$ cat config.mk
export PLATFORM = sky130hd
export DESIGN_NAME = avg_slicer
export DESIGN_NICKNAME = d
export VERILOG_FILES = /design/src/rtl/avs_pkg.sv /design/src/rtl/avs_window.sv /design/src/rtl/avs_lock_ctrl.sv /design/src/rtl/avs_slicer.sv /design/src/rtl/avg_slicer.sv
export SDC_FILE = /design/constraint.sdc
export NUM_CORES = 1
export LEC_CHECK = 0
export BUFFER_PORTS_ARGS = -buffer_cell sky130_fd_sc_hd__buf_2
export CORE_ASPECT_RATIO = 1.4
export CORE_MARGIN = 3
export CORE_UTILIZATION = 60
export CTS_CLUSTER_SIZE = 40
export DETAILED_ROUTE_END_ITERATION = 10
export PLACE_DENSITY = 0.83
export SETUP_SLACK_MARGIN = 0.1
export SLEW_MARGIN = 20
export SYNTH_ARGS = -nofsm -noshare
export SYNTH_HDL_FRONTEND = slang
export SYNTH_HIERARCHICAL = 1
export SYNTH_SLANG_ARGS = --single-unit
export TNS_END_PERCENT = 30
$ cat constraint.sdc
create_clock -name clk -period 41.5 [get_ports clk]
set_input_delay 4.15 -clock clk [delete_from_list [all_inputs] [get_ports clk]]
set_output_delay 4.15 -clock clk [all_outputs]
set_load 0.02 [all_outputs]
$ cat src/rtl/avs_pkg.sv
package avs_pkg;
  localparam int unsigned MAX_WIN   = 32;
  localparam int unsigned SYNC_SYMS = 3;
  localparam int unsigned CNT_W     = 6;

  typedef enum logic [1:0] {
    SETTLE_FAST = 2'd0,
    SETTLE_MID  = 2'd1,
    SETTLE_SLOW = 2'd2,
    SETTLE_MAX  = 2'd3
  } settle_e;

  // window length in symbols for each settle code
  function automatic logic [CNT_W-1:0] win_len(input logic [1:0] sel);
    case (sel)
      SETTLE_FAST: win_len = CNT_W'(11);
      SETTLE_MID:  win_len = CNT_W'(16);
      SETTLE_SLOW: win_len = CNT_W'(24);
      default:     win_len = CNT_W'(32);
    endcase
  endfunction
endpackage

$ cat src/rtl/avs_window.sv
module avs_window
  import avs_pkg::*;
#(
  parameter int unsigned SAMPLE_W = 8
) (
  input  logic                       clk,
  input  logic                       rst_n,
  input  logic                       stb_i,
  input  logic signed [SAMPLE_W-1:0] sample_i,
  input  logic [1:0]                 sel_i,
  output logic signed [SAMPLE_W-1:0] avg_o
);
  localparam int unsigned SUM_W = SAMPLE_W + $clog2(MAX_WIN) + 1;

  logic signed [SAMPLE_W-1:0] hist_q [MAX_WIN];
  logic signed [SAMPLE_W-1:0] hist_d [MAX_WIN];
  logic signed [SUM_W-1:0]    sum_w;
  logic signed [SUM_W-1:0]    quot_w [4];

  // history shift, enabled by the strobe
  always_comb begin
    for (int i = 0; i < int'(MAX_WIN); i++) hist_d[i] = hist_q[i];
    if (stb_i) begin
      hist_d[0] = sample_i;
      for (int i = 1; i < int'(MAX_WIN); i++) hist_d[i] = hist_q[i-1];
    end
  end

  always_ff @(posedge clk or negedge rst_n) begin
    if (!rst_n) begin
      for (int i = 0; i < int'(MAX_WIN); i++) hist_q[i] <= '0;
    end else begin
      for (int i = 0; i < int'(MAX_WIN); i++) hist_q[i] <= hist_d[i];
    end
  end

  // boxcar sum over the selected window
  always_comb begin
    sum_w = '0;
    for (int i = 0; i < int'(MAX_WIN); i++) begin
      if (CNT_W'(i) < win_len(sel_i)) sum_w = sum_w + SUM_W'(hist_q[i]);
    end
  end

  // one constant divider per window length, truncating toward zero
  for (genvar g = 0; g < 4; g++) begin : g_div
    localparam logic signed [SUM_W-1:0] DIVISOR = SUM_W'(win_len(2'(g)));
    assign quot_w[g] = sum_w / DIVISOR;
  end

  assign avg_o = SAMPLE_W'(quot_w[sel_i]);

  // history only moves on a strobe
  p_hist_hold_r4: assert property (@(posedge clk) disable iff (!rst_n)
    !stb_i |=> $stable(hist_q[0]));
endmodule

$ cat src/rtl/avs_lock_ctrl.sv
module avs_lock_ctrl
  import avs_pkg::*;
#(
  parameter int unsigned SAMPLE_W = 8
) (
  input  logic                       clk,
  input  logic                       rst_n,
  input  logic                       stb_i,
  input  logic                       auto_i,
  input  logic                       lock_cmd_i,
  input  logic                       unlock_cmd_i,
  input  logic [1:0]                 sel_i,
  input  logic signed [SAMPLE_W-1:0] live_i,
  output logic                       locked_o,
  output logic signed [SAMPLE_W-1:0] frozen_o
);
  localparam logic [CNT_W-1:0] CNT_MAX = '1;

  logic [CNT_W-1:0]           cnt_q, cnt_d;
  logic                       locked_q, locked_d;
  logic signed [SAMPLE_W-1:0] frozen_q, frozen_d;
  logic [CNT_W-1:0]           settle_w;
  logic                       auto_hit_w;

  assign settle_w   = win_len(sel_i) + CNT_W'(SYNC_SYMS);
  assign auto_hit_w = auto_i && (cnt_q >= settle_w);

  always_comb begin
    cnt_d    = cnt_q;
    locked_d = locked_q;
    frozen_d = frozen_q;
    if (unlock_cmd_i) begin
      cnt_d    = '0;
      locked_d = 1'b0;
    end else begin
      if (stb_i && cnt_q != CNT_MAX) cnt_d = cnt_q + 1'b1;
      if (!locked_q && (lock_cmd_i || auto_hit_w)) begin
        locked_d = 1'b1;
        frozen_d = live_i;
      end
    end
  end

  always_ff @(posedge clk or negedge rst_n) begin
    if (!rst_n) begin
      cnt_q    <= '0;
      locked_q <= 1'b0;
      frozen_q <= '0;
    end else begin
      cnt_q    <= cnt_d;
      locked_q <= locked_d;
      frozen_q <= frozen_d;
    end
  end

  assign locked_o = locked_q;
  assign frozen_o = frozen_q;

  // a held lock keeps its level
  p_frozen_hold_r6: assert property (@(posedge clk) disable iff (!rst_n)
    (locked_q && !unlock_cmd_i) |=> (locked_q && $stable(frozen_q)));
  // unlock always clears
  p_unlock_clears_r8: assert property (@(posedge clk) disable iff (!rst_n)
    unlock_cmd_i |=> !locked_q);
  // manual mode never locks by itself
  p_manual_no_self_lock_r9: assert property (@(posedge clk) disable iff (!rst_n)
    (!auto_i && !lock_cmd_i && !locked_q) |=> !locked_q);
  // auto mode waits for the settle count
  p_auto_waits_r7: assert property (@(posedge clk) disable iff (!rst_n)
    (!locked_q && !lock_cmd_i && cnt_q < settle_w) |=> !locked_q);
endmodule

$ cat src/rtl/avs_slicer.sv
module avs_slicer #(
  parameter int unsigned SAMPLE_W = 8
) (
  input  logic                       clk,
  input  logic                       rst_n,
  input  logic                       stb_i,
  input  logic signed [SAMPLE_W-1:0] sample_i,
  input  logic signed [SAMPLE_W-1:0] thresh_i,
  output logic                       bit_o
);
  logic bit_q, bit_d;

  always_comb begin
    bit_d = bit_q;
    if (stb_i) bit_d = (sample_i > thresh_i);
  end

  always_ff @(posedge clk or negedge rst_n) begin
    if (!rst_n) bit_q <= 1'b0;
    else        bit_q <= bit_d;
  end

  assign bit_o = bit_q;

  // no decision without a strobe
  p_bit_hold_r4: assert property (@(posedge clk) disable iff (!rst_n)
    !stb_i |=> $stable(bit_q));
endmodule

$ cat src/rtl/avg_slicer.sv
module avg_slicer
  import avs_pkg::*;
#(
  parameter int unsigned SAMPLE_W = 8
) (
  input  logic                       clk,
  input  logic                       rst_n,
  input  logic signed [SAMPLE_W-1:0] sample_i,
  input  logic                       sym_stb_i,
  input  logic [1:0]                 settle_sel_i,
  input  logic                       auto_mode_i,
  input  logic                       lock_cmd_i,
  input  logic                       unlock_cmd_i,
  output logic                       bit_o,
  output logic signed [SAMPLE_W-1:0] thresh_o,
  output logic                       locked_o
);
  logic signed [SAMPLE_W-1:0] live_w;
  logic signed [SAMPLE_W-1:0] frozen_w;

  avs_window #(.SAMPLE_W(SAMPLE_W)) u_window (
    .clk(clk), .rst_n(rst_n), .stb_i(sym_stb_i), .sample_i(sample_i),
    .sel_i(settle_sel_i), .avg_o(live_w)
  );

  avs_lock_ctrl #(.SAMPLE_W(SAMPLE_W)) u_lock (
    .clk(clk), .rst_n(rst_n), .stb_i(sym_stb_i), .auto_i(auto_mode_i),
    .lock_cmd_i(lock_cmd_i), .unlock_cmd_i(unlock_cmd_i), .sel_i(settle_sel_i),
    .live_i(live_w), .locked_o(locked_o), .frozen_o(frozen_w)
  );

  assign thresh_o = locked_o ? frozen_w : live_w;

  avs_slicer #(.SAMPLE_W(SAMPLE_W)) u_slice (
    .clk(clk), .rst_n(rst_n), .stb_i(sym_stb_i), .sample_i(sample_i),
    .thresh_i(thresh_o), .bit_o(bit_o)
  );

  // while the lock holds, the published threshold does not move
  p_thresh_frozen_r6: assert property (@(posedge clk) disable iff (!rst_n)
    (locked_o && !unlock_cmd_i) |=> $stable(thresh_o));
endmodule

==> results of run 1 <==
==> cell families (layout without fill, tap and decap cells) <==
kind of cell | count (synthesis) | in the layout | share of synthesized area (%)
XOR/XNOR | 391 | 391 | 10.0
flip-flops | 272 | 272 | 19.5
AO/OA/AOI/OAI | 1466 | 1466 | 27.1
buffers and inverters | 319 | 803 | 3.89
multiplexers | 278 | 278 | 9.08
adder cells (fa/ha/maj) | 478 | 478 | 17.8
AND/OR/NAND/NOR | 906 | 906 | 12.7
==> final timing paths <==
path                                         to                  from  slack, ns
max                                 thresh_o[4]       settle_sel_i[0]       0.50
min                          u_lock/frozen_o[6]    u_lock/frozen_o[6]       0.50
max reg2reg                       u_slice/bit_o  u_window/hist_q[240]       7.23
min reg2reg                  u_lock/frozen_o[6]    u_lock/frozen_o[6]       0.50
max in group asynchronous   u_window/hist_q[20]                 rst_n      35.63
min in group asynchronous  u_window/hist_q[133]                 rst_n       3.62
==> registers in the layout, summed over array words and instances, names as in the netlist <==
name / flops
u_lock/locked_o: 1
u_window/hist_q: 256
u_lock/cnt_q: 6
u_lock/frozen_o: 8
u_slice/bit_o: 1
==> final cells by class <==
| cell class | instances | area share (%) |
|---|---|---|
| flip-flops and latches | 272 | 16.0 |
| clock inverters | 14 | 0.590 |
| repair buffers | 570 | 10.1 |
| clock buffers | 45 | 2.21 |
| well taps | 742 | 2.18 |
| inverters | 174 | 1.53 |
| multi-input cells | 3519 | 67.5 |
==> placed cells by master (no fill, tap or decap), drive strengths merged, types with 210 or more instances in the layout <==
cell type and count:
ha 447, nand2 281, a21oi 317, o21ai 432
xnor2 227, mux2 248, dfrtp 272, a21o 297
nor2 210, buf 570
==> per-stage QoR <==
stage	setup TNS (ns)	std cells	worst slack [ns]	area (µm²)	util (%)
global route	-5.15	5336	-0.926	42600	74.0
detailed placement	-6.38	5184	-1.12	38800	67.3
finish	0	5336	0.502	42600	74.0
CTS	0	5248	0.106	40200	69.8
floorplan	0	4110	0.998	35000	-
global placement	0	5184	0.0306	38800	67.3
==> critical path: cells and delay by family <==
family                     cells  cell delay, ns
muxes                          3            1.11
AOI/OAI and AO/OA             62           10.71
adders and majority gates     31            9.82
buffers and inverters         15            1.92
and+or+nand+nor               29            3.73
xor gates and xnor gates      29            5.34
==> per-layer routing <==
layer | GRT usage, % | share of wire (%)
met5 | 0 | 0
met1 | 34.5 | 37
met4 | 18.2 | 6.9
met2 | 57.6 | 51
met3 | 3.65 | 5.7
==> repair_timing <==
item	CTS	global route
gates resized for setup	61	394
pin swaps	13	230
buffers inserted	5	87
gates cloned	0	1
setup endpoints to repair	8	8
hold endpoints to repair	0	0
==> results.md, run 1 <==
- Outcome: complete, no violations
- Crit path required time: ~37 ns
- Vias in the first global route: roughly 34k
- Layout fillers: 3798
- Clock Skews: about 0.034 ns
- Hpwl dp: around 75000 µm
- Final period demand of the worst path: just over 40 ns
- Max-slew violations: 0
- Seq/Total Area, Yosys: roughly 19%
- Critical path class: in -> out
- Fin crit share: between 90 and 100%
- Largest net degree at the start of global routing: 96
- Longest Clk Path Bufs: 3
- Max_slew headroom: a little under a third
- Layout area overhead: 21.9%
- Fin. Hold Viols: 0
- Ant diodes: 0
- Drt first pass iters: 6
- Routed WL: 109000 µm
- Most numerous cell on the critical path: ha_1
- Worst path max stage delay: between 0.4 and 0.5 ns
- Total global routing overflow: 0
- Root Buffer: clkbuf_16
- IO Count: 26
- CP Capture Type: output pin
- Synth area leader: dfrtp_1
- Layout Nets: 5065
- CTS tree: done
- Post-synth ARST share: 100%
- Insertion delay to the later sink of the worst-skew pair: just under 0.6 ns
- CORE AREA: approximately 58000 µm²
- DRT antenna net count: 0
- Fmax: roughly 24 MHz
- Via count: between 30k and 40k
- RePlAce Congestion: around 0.95
- Multi-input logic area: 28800 µm²
- Initial Utilization: around three fifths
- Synth warn: 6
- Layout cell share with drive strength beyond 1: a little over a quarter
- Initial antenna violation count: 0
- Die X: around 210 µm
- Cells after Synth: between 4k and 5k
- WL/cell: between 20 and 25 µm
- Die ar.: ~60000 µm²
- Hold_buf cts: 0
- Synth cell types: 117
- Post-route DRC violation count: 0
- Num CTS Buffers: 34
- Post-synth top area share: about a fifth
- Synth top area cells: dfrtp_1, ha_1, mux2_2, a21o_1, o21ai_0
- Reg area: 6810 µm²
- Slew @ Worst Pin: a little over 1 ns
- Worst r2r path cells: 169
- Hold crit path type: reg -> reg
- H-tree lvl count: 2
- Startpoint type of the worst setup path: input pin
- Crit-path max FO: 6
- Count leader, synth: ha_1
- Iter 0 DRT Violations: between 2k and 2.5k
- Max cap viols: 0
- Post-synth EDFFs: 0
- Die Span Y: around 300 µm
- Slowest cell on the critical path: mux4_2
- Ys flop type: dfrtp_1
- Fin Hold WS: 0.504 ns
- Mean area per synthesized cell: roughly 8.5 µm²
- Vias per cell: between 6 and 7
- Final setup fails: 0
- Post-Syn Nets: approximately 4.6k
- Synth Register Bits: about 270
- Commonest cells post-synth: ha_1, o21ai_0, a21oi_1, a21o_1, nand2_1
- Clock Sink Count: around 270
- GRT Total Usage: a little under a third
- WP data arrival: approximately 37 ns
- Worst Hold Path Cells: 1
- First-pass GRT wire length: 162000 µm
- Worst-path clk slew: roughly 0.060 ns
- Port buffer count: 25
- Synth Cell Area: between 30000 and 40000 µm²
- Row cnt: 104
Power of run 1 is not shown: default switching activity piles up to over one toggle a cycle in this logic, so the estimate is an artifact.
==> run 2: changes to the inputs <==
--- a/config.mk
+++ b/config.mk
@@ -16,6 +16,5 @@
 export SLEW_MARGIN = 20
 export SYNTH_ARGS = -nofsm -noshare
 export SYNTH_HDL_FRONTEND = slang
-export SYNTH_HIERARCHICAL = 1
 export SYNTH_SLANG_ARGS = --single-unit
 export TNS_END_PERCENT = 30
==> run 2 against run 1 <==
The run now ends with negative setup slack left. Final area grew 1.8%. Final cell count rose by 3.3%. Flip-flop and latch count is the same. Critical path depth up 9. Maximum frequency is 3.9% lower. Critical path type unchanged. Largest cell class unchanged.
==> results.md, run 2 <==
- DRT antenna net count: 0 (unchanged)
- CTS tree: done
- Insertion delay to the later sink of the worst-skew pair: 0.62 ns (+0.03 ns)
- Outcome: complete, but fails checks
- Die ar.: 60200 µm² (-1.7%)
- Synth warn: 0 (-6)
- Iter 0 DRT Violations: 3035 (+24%)
- Synth cell types: 111 (-5.1%)
- RePlAce Congestion: 0.964 (+1.1%)
- Slew @ Worst Pin: 1.10 ns (+0.0682 ns)
- Synth top area cells: dfrtp_1, ha_1, mux2_2, a21o_1, o21ai_0
- Row cnt: 103 (-0.96%)
- Longest Clk Path Bufs: 3 (unchanged)
- Fin util: 76.8% (+2.8 points)
- Mean area per synthesized cell: 8.54 µm² (+0.28%)
- Startpoint type of the worst setup path: input pin
- Met2 Usage GRT: 61.6% (+3.9 points)
- Max-slew violations: 0 (unchanged)
- Clock Sink Count: 272 (unchanged)
- Cells after Synth: 4027 (-2.0%)
- Count leader, synth: ha_1
- Initial Utilization: 60.8% (+0.071 points)
- Drt first pass iters: 7 (+1)
- Layout Nets: 5245 (+3.6%)
- Max_slew headroom: 26.5% (-4.5 points)
- Synth Cell Area: 34400 µm² (-1.7%)
- Fin. Hold Viols: 0 (unchanged)
- Die X: 208 µm (-0.85%)
- Post-synth ARST share: 100% (unchanged)
- Largest Register: u_window.hist_q
- WP data arrival: 38.50 ns (+1.65 ns)
- Final setup fails: 8 (+8)
- Layout area overhead: 26.3%
- GR Layer Usage met1: 35.3% (+0.80 points)
- First-pass GRT wire length: 170000 µm (+5.3%)
- Vias per cell: 6.53 (-0.34%)
- Leading cell type in the layout, fill and taps excluded: buf_4
- Final period demand of the worst path: 42.65 ns (+1.65 ns)
- Fmax: 23.4 MHz (-3.9%)
- Layout fillers: 3387 (-11%)
- Most numerous cell on the critical path: ha_1
- Seq/Total Area, Yosys: 19.8% (+0.34 points)
- Total global routing overflow: 0 (unchanged)
- Largest net degree at the start of global routing: 154 (+60%)
- Final WS setup: -1.15 ns (-1.65 ns)
- Clock Skews: 0.0126 ns (-0.0212 ns)
- Layout cell share with drive strength beyond 1: 29.2% (+1.9 points)
- Worst-path clk slew: 0.06 ns (about the same)
- Post-Syn Nets: 4521 (-1.8%)
- Worst path max stage delay: 0.55 ns (+0.07 ns)
- Worst R2R Setup Slack: 4.54 ns (-2.69 ns)
- Synth Register Bits: 272 (unchanged)
- Slowest cell on the critical path: fa_1
- Fin crit share: 103% (+4.0 points)
- Routed WL: 114000 µm (+3.9%)
- Port buffer count: 25 (unchanged)
- RSZ-0062 raised after global routing: true
- CORE AREA: 56600 µm² (-1.9%)
- Max cap viols: 0 (unchanged)
- Synth area leader: dfrtp_1
- Root Buffer: clkbuf_16
- Hpwl dp: 77200 µm (+3.4%)
- Die Span Y: 289 µm (-0.86%)
- IO Count: 26 (unchanged)
- Multi-input logic area: 27600 µm² (-4.0%)
- Initial antenna violation count: 2 (+2)
- Post-synth top area share: 19.8% (+0.34 points)
- Ys flop type: dfrtp_1
- Leading cell types in the layout, fill and taps excluded: buf_4, ha_1, a21o_1
- Vias in the first global route: 35.8k (+5.3%)
- Crit-path max FO: 12 (+6)
- H-tree lvl count: 1 (-1)
- Hold_buf cts: 0 (unchanged)
- Violated checks: negative setup slack
- Num CTS Buffers: 31 (-8.8%)
- WL/cell: 20.6 µm (+0.60%)
- Crit path required time: 37.35 ns (about the same)
- Hold crit path type: reg -> reg
- GR Layer Usage met3: 4.40% (+0.74 points)
- Critical path class: in -> out
- Gr busiest metal: met2
- Post-route DRC violation count: 0 (unchanged)
- CP Capture Type: output pin
- Commonest cells post-synth: ha_1, o21ai_0, a21oi_1, a21o_1, dfrtp_1
- Max reg flops: 256 (unchanged)
- Post-synth EDFFs: 0 (unchanged)
- Reg area: 6810 µm² (unchanged)
- Via count: 36.0k (+2.9%)
- GRT Total Usage: 33.6% (+2.3 points)
-- run 2: cell count changes in the layout (fill, tap and decap cells not counted), sizes merged, moves of 11 or more --
cell,before,now
buf,570,831
nand2,281,218
a21oi,317,352
nor3,55,75
a21o,297,313
or2,27,12
o21a,69,55
o21ai,432,419
o21bai,30,41
o22ai,14,25
-- run 2: cell type report --
class | count | area share (%)
multi-input combinational | 3442 | 63.6
sequential | 272 | 15.7
timing repair buffer | 831 | 14.5
clock buffer | 47 | 2.16
tap | 735 | 2.12
inverter | 173 | 1.50
clock inverter | 10 | 0.484
antenna | 1 | 0.00576
-- run 2: through the flow --
step	cells	hold WS (ns)	TNS, ns	worst slack [ns]	cell area, µm²
floorplan	4027	0.450	0	0.109	34400
global placement	5367	0.466	-5.71	-0.998	40400
detailed placement	5367	0.475	-13.83	-1.97	40400
CTS	5457	0.497	0	0.106	42300
global route	5511	0.528	-22.89	-3.12	43400
finish	5511	0.490	-7.06	-1.15	43400
-- run 2: layer usage --
layer	part of all wire, %	up-vias
met1	35	17184
met5	0.018	-
li1	-	16308
met4	8.7	2
met3	6.5	739
met2	49	1743
-- run 2: path summary, 6_finish.rpt --
check / start / end / depth (start not counted)
setup / recovery: settle_sel_i[0] / thresh_o[6] / 178
hold / removal: u_lock.frozen_o[1] / u_lock.frozen_o[1] / 2
setup reg to reg: u_window.hist_q[240] / u_slice.bit_o / 186
hold reg to reg: u_lock.frozen_o[1] / u_lock.frozen_o[1] / 2
max in group asynchronous: rst_n / u_window.hist_q[217] / 4
min in group asynchronous: rst_n / u_window.hist_q[58] / 1
-- run 2: cell families (layout without fill, tap and decap cells) --
family	Yosys count	after routing	share of synthesized area, %
other	0	1	0
and+or+nand+nor	820	820	11.7
xor gates and xnor gates	389	389	10.2
DFF	272	272	19.8
adders and majority gates	479	479	18.1
AOI/OAI and AO/OA	1475	1475	27.4
muxes	279	279	9.19
buffers and inverters	313	1061	3.54
-- run 2: what timing repair did --
item | in CTS | in global routing
pin swaps | 58 | 122
endpoints found under the setup margin | 8 | 9
endpoints found under the hold margin | 0 | 0
setup buffers | 33 | 53
resized for setup | 132 | 196
-- run 2: worst max-delay path, delay by kind of cell --
family | cells | cell delay [ns]
and+or+nand+nor | 35 | 4.62
adders and majority gates | 33 | 10.94
muxes | 4 | 1.31
xor gates and xnor gates | 25 | 4.20
AOI/OAI and AO/OA | 60 | 10.58
buffers and inverters | 21 | 2.61
Power of run 2 is left out for the same reason.
